**config.mk**
```make
export PLATFORM = sky130hd
export DESIGN_NAME = vrt_raster_gen
export DESIGN_NICKNAME = d
export VERILOG_FILES = /design/src/rtl/vrt_pkg.sv /design/src/rtl/vrt_regs.sv /design/src/rtl/vrt_axis_counter.sv /design/src/rtl/vrt_decode.sv /design/src/rtl/vrt_raster_gen.sv
export SDC_FILE = /design/constraint.sdc
export NUM_CORES = 1
export LEC_CHECK = 0
export BUFFER_PORTS_ARGS = -buffer_cell sky130_fd_sc_hd__buf_2
export CAP_MARGIN = 20
export CORE_UTILIZATION = 65
export DETAILED_ROUTE_END_ITERATION = 10
export PLACE_DENSITY = 0.83
export SLEW_MARGIN = 20
export SYNTH_ARGS = -nofsm -noshare
export SYNTH_HDL_FRONTEND = slang
export SYNTH_HIERARCHICAL = 1
export SYNTH_SLANG_ARGS = --single-unit
export TNS_END_PERCENT = 1
```
**constraint.sdc**
```tcl
create_clock -name clk -period 8.2 [get_ports clk]
set_input_delay 0.41 -clock clk [delete_from_list [all_inputs] [get_ports clk]]
set_output_delay 0.41 -clock clk [all_outputs]
set_load 0.02 [all_outputs]
```
**src/rtl/vrt_pkg.sv**
```systemverilog
package vrt_pkg;
    parameter int unsigned AXIS_W = 12;
    localparam int unsigned CNT_W = AXIS_W + 2;

    typedef enum logic [2:0] {
        RA_CTRL = 3'd0,
        RA_ACT  = 3'd1,
        RA_BP   = 3'd2,
        RA_FP   = 3'd3,
        RA_SW   = 3'd4,
        RA_POL  = 3'd5
    } vrt_addr_e;

    // all counts held as value minus one
    typedef struct packed {
        logic [AXIS_W-1:0] h_act;
        logic [AXIS_W-1:0] h_bp;
        logic [AXIS_W-1:0] h_fp;
        logic [AXIS_W-1:0] h_sw;
        logic [AXIS_W-1:0] v_act;
        logic [AXIS_W-1:0] v_bp;
        logic [AXIS_W-1:0] v_fp;
        logic [AXIS_W-1:0] v_sw;
        logic              h_pol;
        logic              v_pol;
        logic              dbl;
        logic              ilace;
    } vrt_cfg_t;

    function automatic logic [CNT_W-1:0] axis_last(input logic [AXIS_W-1:0] act,
                                                   input logic [AXIS_W-1:0] fp,
                                                   input logic [AXIS_W-1:0] bp);
        return CNT_W'(act) + CNT_W'(fp) + CNT_W'(bp) + CNT_W'(2);
    endfunction

    function automatic logic in_sync(input logic [CNT_W-1:0] cnt,
                                     input logic [AXIS_W-1:0] act,
                                     input logic [AXIS_W-1:0] fp,
                                     input logic [AXIS_W-1:0] sw);
        logic [CNT_W-1:0] first;
        logic [CNT_W-1:0] stop;
        first = CNT_W'(act) + CNT_W'(fp) + CNT_W'(2);
        stop  = first + CNT_W'(sw) + CNT_W'(1);
        return (cnt >= first) && (cnt < stop);
    endfunction
endpackage

```
**src/rtl/vrt_regs.sv**
```systemverilog
module vrt_regs
    import vrt_pkg::*;
(
    input  logic        clk,
    input  logic        rst_n,
    input  logic        wr_en,
    input  logic [2:0]  wr_addr,
    input  logic [31:0] wr_data,
    input  logic        frame_wrap,
    output vrt_cfg_t    act_cfg,
    output logic        video_en,
    output logic        field
);
    typedef struct packed {
        vrt_cfg_t pend;
        vrt_cfg_t act;
        logic     en;
        logic     field;
    } regs_t;

    regs_t s_d, s_q;
    logic  load;
    logic  unused_bits;

    assign unused_bits = ^wr_data;

    always_comb begin
        s_d  = s_q;
        load = !s_q.en || frame_wrap;
        if (load) begin
            s_d.act   = s_q.pend;
            s_d.field = (s_q.en && s_q.pend.ilace) ? ~s_q.field : 1'b0;
        end
        if (wr_en) begin
            case (vrt_addr_e'(wr_addr))
                RA_CTRL: begin
                    s_d.en         = wr_data[31];
                    s_d.pend.ilace = wr_data[4];
                    s_d.pend.dbl   = wr_data[0];
                end
                RA_ACT: begin
                    s_d.pend.v_act = wr_data[16 +: AXIS_W];
                    s_d.pend.h_act = wr_data[0 +: AXIS_W];
                end
                RA_BP: begin
                    s_d.pend.v_bp = wr_data[16 +: AXIS_W];
                    s_d.pend.h_bp = wr_data[0 +: AXIS_W];
                end
                RA_FP: begin
                    s_d.pend.v_fp = wr_data[16 +: AXIS_W];
                    s_d.pend.h_fp = wr_data[0 +: AXIS_W];
                end
                RA_SW: begin
                    s_d.pend.v_sw = wr_data[16 +: AXIS_W];
                    s_d.pend.h_sw = wr_data[0 +: AXIS_W];
                end
                RA_POL: begin
                    s_d.pend.v_pol = wr_data[1];
                    s_d.pend.h_pol = wr_data[0];
                end
                default: ;
            endcase
        end
    end

    always_ff @(posedge clk or negedge rst_n) begin
        if (!rst_n) s_q <= '0;
        else        s_q <= s_d;
    end

    assign act_cfg  = s_q.act;
    assign video_en = s_q.en;
    assign field    = s_q.field;
endmodule

```
**src/rtl/vrt_axis_counter.sv**
```systemverilog
module vrt_axis_counter #(
    parameter int unsigned W = 14
) (
    input  logic         clk,
    input  logic         rst_n,
    input  logic         run,
    input  logic         step,
    input  logic [W-1:0] last_val,
    output logic [W-1:0] cnt,
    output logic         at_last
);
    logic [W-1:0] cnt_d, cnt_q;

    assign at_last = (cnt_q == last_val);

    always_comb begin
        cnt_d = cnt_q;
        if (!run)      cnt_d = '0;
        else if (step) cnt_d = at_last ? '0 : cnt_q + W'(1);
    end

    always_ff @(posedge clk or negedge rst_n) begin
        if (!rst_n) cnt_q <= '0;
        else        cnt_q <= cnt_d;
    end

    assign cnt = cnt_q;
endmodule

```
**src/rtl/vrt_decode.sv**
```systemverilog
module vrt_decode
    import vrt_pkg::*;
(
    input  vrt_cfg_t         cfg,
    input  logic             en,
    input  logic             field,
    input  logic [CNT_W-1:0] hcnt,
    input  logic [CNT_W-1:0] vcnt,
    output logic [CNT_W-1:0] h_last,
    output logic [CNT_W-1:0] v_last,
    output logic             hsync,
    output logic             vsync,
    output logic             de,
    output logic             sof,
    output logic             field_out,
    output logic [CNT_W-1:0] pix_x,
    output logic [CNT_W-1:0] pix_y
);
    logic hs_on, vs_on, h_vis, v_vis;

    always_comb begin
        h_last = axis_last(cfg.h_act, cfg.h_fp, cfg.h_bp);
        v_last = axis_last(cfg.v_act, cfg.v_fp, cfg.v_bp);
        hs_on  = en && in_sync(hcnt, cfg.h_act, cfg.h_fp, cfg.h_sw);
        vs_on  = en && in_sync(vcnt, cfg.v_act, cfg.v_fp, cfg.v_sw);
        h_vis  = hcnt <= CNT_W'(cfg.h_act);
        v_vis  = vcnt <= CNT_W'(cfg.v_act);
        hsync  = hs_on ? cfg.h_pol : ~cfg.h_pol;
        vsync  = vs_on ? cfg.v_pol : ~cfg.v_pol;
        de     = en && h_vis && v_vis;
        sof    = en && (hcnt == '0) && (vcnt == '0);
        field_out = en && field;
        pix_x  = !en ? '0 : (cfg.dbl ? (hcnt >> 1) : hcnt);
        pix_y  = en ? vcnt : '0;
    end
endmodule

```
**src/rtl/vrt_raster_gen.sv**
```systemverilog
module vrt_raster_gen
    import vrt_pkg::*;
(
    input  logic             clk,
    input  logic             rst_n,
    input  logic             wr_en,
    input  logic [2:0]       wr_addr,
    input  logic [31:0]      wr_data,
    output logic             hsync_o,
    output logic             vsync_o,
    output logic             de_o,
    output logic             sof_o,
    output logic             field_o,
    output logic [CNT_W-1:0] pix_x_o,
    output logic [CNT_W-1:0] pix_y_o
);
    vrt_cfg_t         cfg;
    logic             video_en;
    logic             field;
    logic [CNT_W-1:0] hcnt, vcnt, h_last, v_last;
    logic             h_end, v_end, frame_wrap;

    assign frame_wrap = video_en && h_end && v_end;

    vrt_regs u_regs (
        .clk(clk), .rst_n(rst_n), .wr_en(wr_en), .wr_addr(wr_addr),
        .wr_data(wr_data), .frame_wrap(frame_wrap), .act_cfg(cfg),
        .video_en(video_en), .field(field)
    );

    vrt_axis_counter #(.W(CNT_W)) u_hcnt (
        .clk(clk), .rst_n(rst_n), .run(video_en), .step(1'b1),
        .last_val(h_last), .cnt(hcnt), .at_last(h_end)
    );

    vrt_axis_counter #(.W(CNT_W)) u_vcnt (
        .clk(clk), .rst_n(rst_n), .run(video_en), .step(h_end),
        .last_val(v_last), .cnt(vcnt), .at_last(v_end)
    );

    vrt_decode u_dec (
        .cfg(cfg), .en(video_en), .field(field), .hcnt(hcnt), .vcnt(vcnt),
        .h_last(h_last), .v_last(v_last), .hsync(hsync_o), .vsync(vsync_o),
        .de(de_o), .sof(sof_o), .field_out(field_o), .pix_x(pix_x_o),
        .pix_y(pix_y_o)
    );
endmodule

```
==> metrics.csv <==
metric,value,unit
syn_avg_cell_area,10.6,um^2
grt_pass1_vias,11598,
clock-sinks,229,
status,"complete, no violations",
cpMaxStageDelayCell,a211oi_1,
io_buffer_count,63,
critPathTopFamily,compound AO/OA/AOI/OAI gates,
area_growth,4.36,%
dp_hpwl,25.8,mm
pin_count,71,
die_w,161,um
worst-setup-path-type,reg -> out,
clk_pin_slew,0.07,ns
setup_ws,1.40,ns
fin_cells,1862,
start_util,0.669,
path_cells,ha_1 -> inv_1 -> fa_1 -> nor2b_1 -> o21ai_1 -> a21o_1 -> a211oi_1 -> a211oi_1 -> xnor2_1 -> xor2_1 -> ha_1 -> or3_1 -> o21ai_0 -> nand2b_1 -> xor3_1 -> ha_1 -> nor2b_1 -> o21ai_0 -> nand4b_1 -> a211oi_1 -> o21ai_0 -> xor2_1 -> buf_2,
final_hold_viol_count,0,
worstMarginPinSlew,0.951,ns
syn_inst,1555,
gp_congestion,0.889,
drc,0,
die-area,26000,um^2
path_max_fanout,3,
viasPerCell,6.28,
vias,11688,
cts_root_buffer,clkbuf_16,
clock_skew,0.0181,ns
required,7.79,ns
cts_max_level,1,
post_cts_buffers,0,
grt_use_total,0.285,
dp_slack,1.72,ns
fin_crit,6.80,ns
ant_nets,0,
rsz0062_at_grt,false,
fmax,147,MHz
gr-total-overflow,0,
critical-path-max-stage-delay,0.48,ns
setup_tns,0,ns
hp-class,in -> reg,
arrival,6.39,ns
die_h,161,um
synth.cell_area,16500,um^2
clk_latency,0.54,ns
antenna_found_initial,1,
setup_viol,0,
floorplan.core_area,24600,um^2
dpl.cell_count,1816,
worst-path-buf-inv,2,
endpoint_kind,output pin,
max-slew-margin-rel,0.366,
nets,1741,
syn-num-nets,1777,
grt_pass1_wl,59.5,mm
ys_warn_count,6,
slew_viol_final,0,
drive_gt1_frac,0.220,
num_rows,57,
whs,0.134,ns
dr.first_iter.drc_count,990,
cts_tree,done,
first_pass_iters,5,
grt_max_degree,80,
worstSetupStartpointType,register,
routed_wl,36.1,mm
wl_per_cell,19.4,um
clockBufferDepth,3,
maxCapViolCount,0,
ctsResizeCount,0,
n_fill_cell,1742,
cts_made_buffers,24,
fin_crit_sh,0.829,
-- timing repair --
item | 4_1_cts | 5_1_grt
hold buffers | 1 | 0
hold endpoints to repair | 76 | 0
endpoints found under the setup margin | 0 | 0
-- final cells by class --
| type | instances | area, um^2 | area share |
|---|---|---|---|
| flip-flops and latches | 229 | 5730 | 0.333 |
| multi-input cells | 1087 | 9370 | 0.545 |
| diodes | 1 | 2.50 | 0.000146 |
| clock inverters | 9 | 130 | 0.00757 |
| well taps | 324 | 405 | 0.0236 |
| clock buffers | 35 | 723 | 0.0421 |
| repair buffers | 74 | 435 | 0.0253 |
| inverters | 103 | 387 | 0.0225 |
-- placed cells by master (no fill, tap or decap), types with 34 or more instances in the layout --
cell	n
inv_1	99
xor2_1	55
dfrtp_1	229
buf_2	62
ha_1	178
nor2_1	51
a21oi_1	56
o21ai_0	55
nand3_1	34
nand2_1	56
xnor2_1	49
mux2_2	163
mux2_4	37
-- sequential cells by signal, indices dropped and copies added (netlist names) --
name and count:
u_regs/field 1, u_regs/act_cfg 99, u_vcnt/cnt 14, u_regs/video_en 1
u_hcnt/cnt 14, u_regs/s_q 100
-- final timing paths --
kind | slack (ns) | startpoint | cells past startpoint | to
min reg2reg | 0.50 | u_regs/s_q[168] | 1 | u_regs/s_q[168]
max reg2reg | 1.46 | u_regs/act_cfg[88] | 24 | u_vcnt/cnt[11]
max | 1.40 | u_regs/act_cfg[88] | 23 | hsync_o
min in group asynchronous | 0.45 | rst_n | 2 | u_vcnt/cnt[2]
min | 0.13 | wr_data[31] | 2 | u_regs/video_en
max in group asynchronous | 6.36 | rst_n | 3 | u_regs/s_q[173]
-- layer usage --
metal  global-route usage  part of all wire  vias up
met5                    0                 0        -
met4               0.0708             0.019        0
met3               0.0401             0.069       70
met2                0.434              0.43      416
met1                0.427              0.48     5794
li1                     -                 -     5408
-- through the flow --
step / instance area [um^2] / util
2_1_floorplan: 16500 / -
3_3_place_gp: 16300 / 0.662
3_5_place_dp: 16300 / 0.663
4_1_cts: 17200 / 0.698
5_1_grt: 17200 / 0.698
6_report: 17200 / 0.698
Power is not shown: default switching activity piles up to over one toggle a cycle in this logic, so the estimate is an artifact.
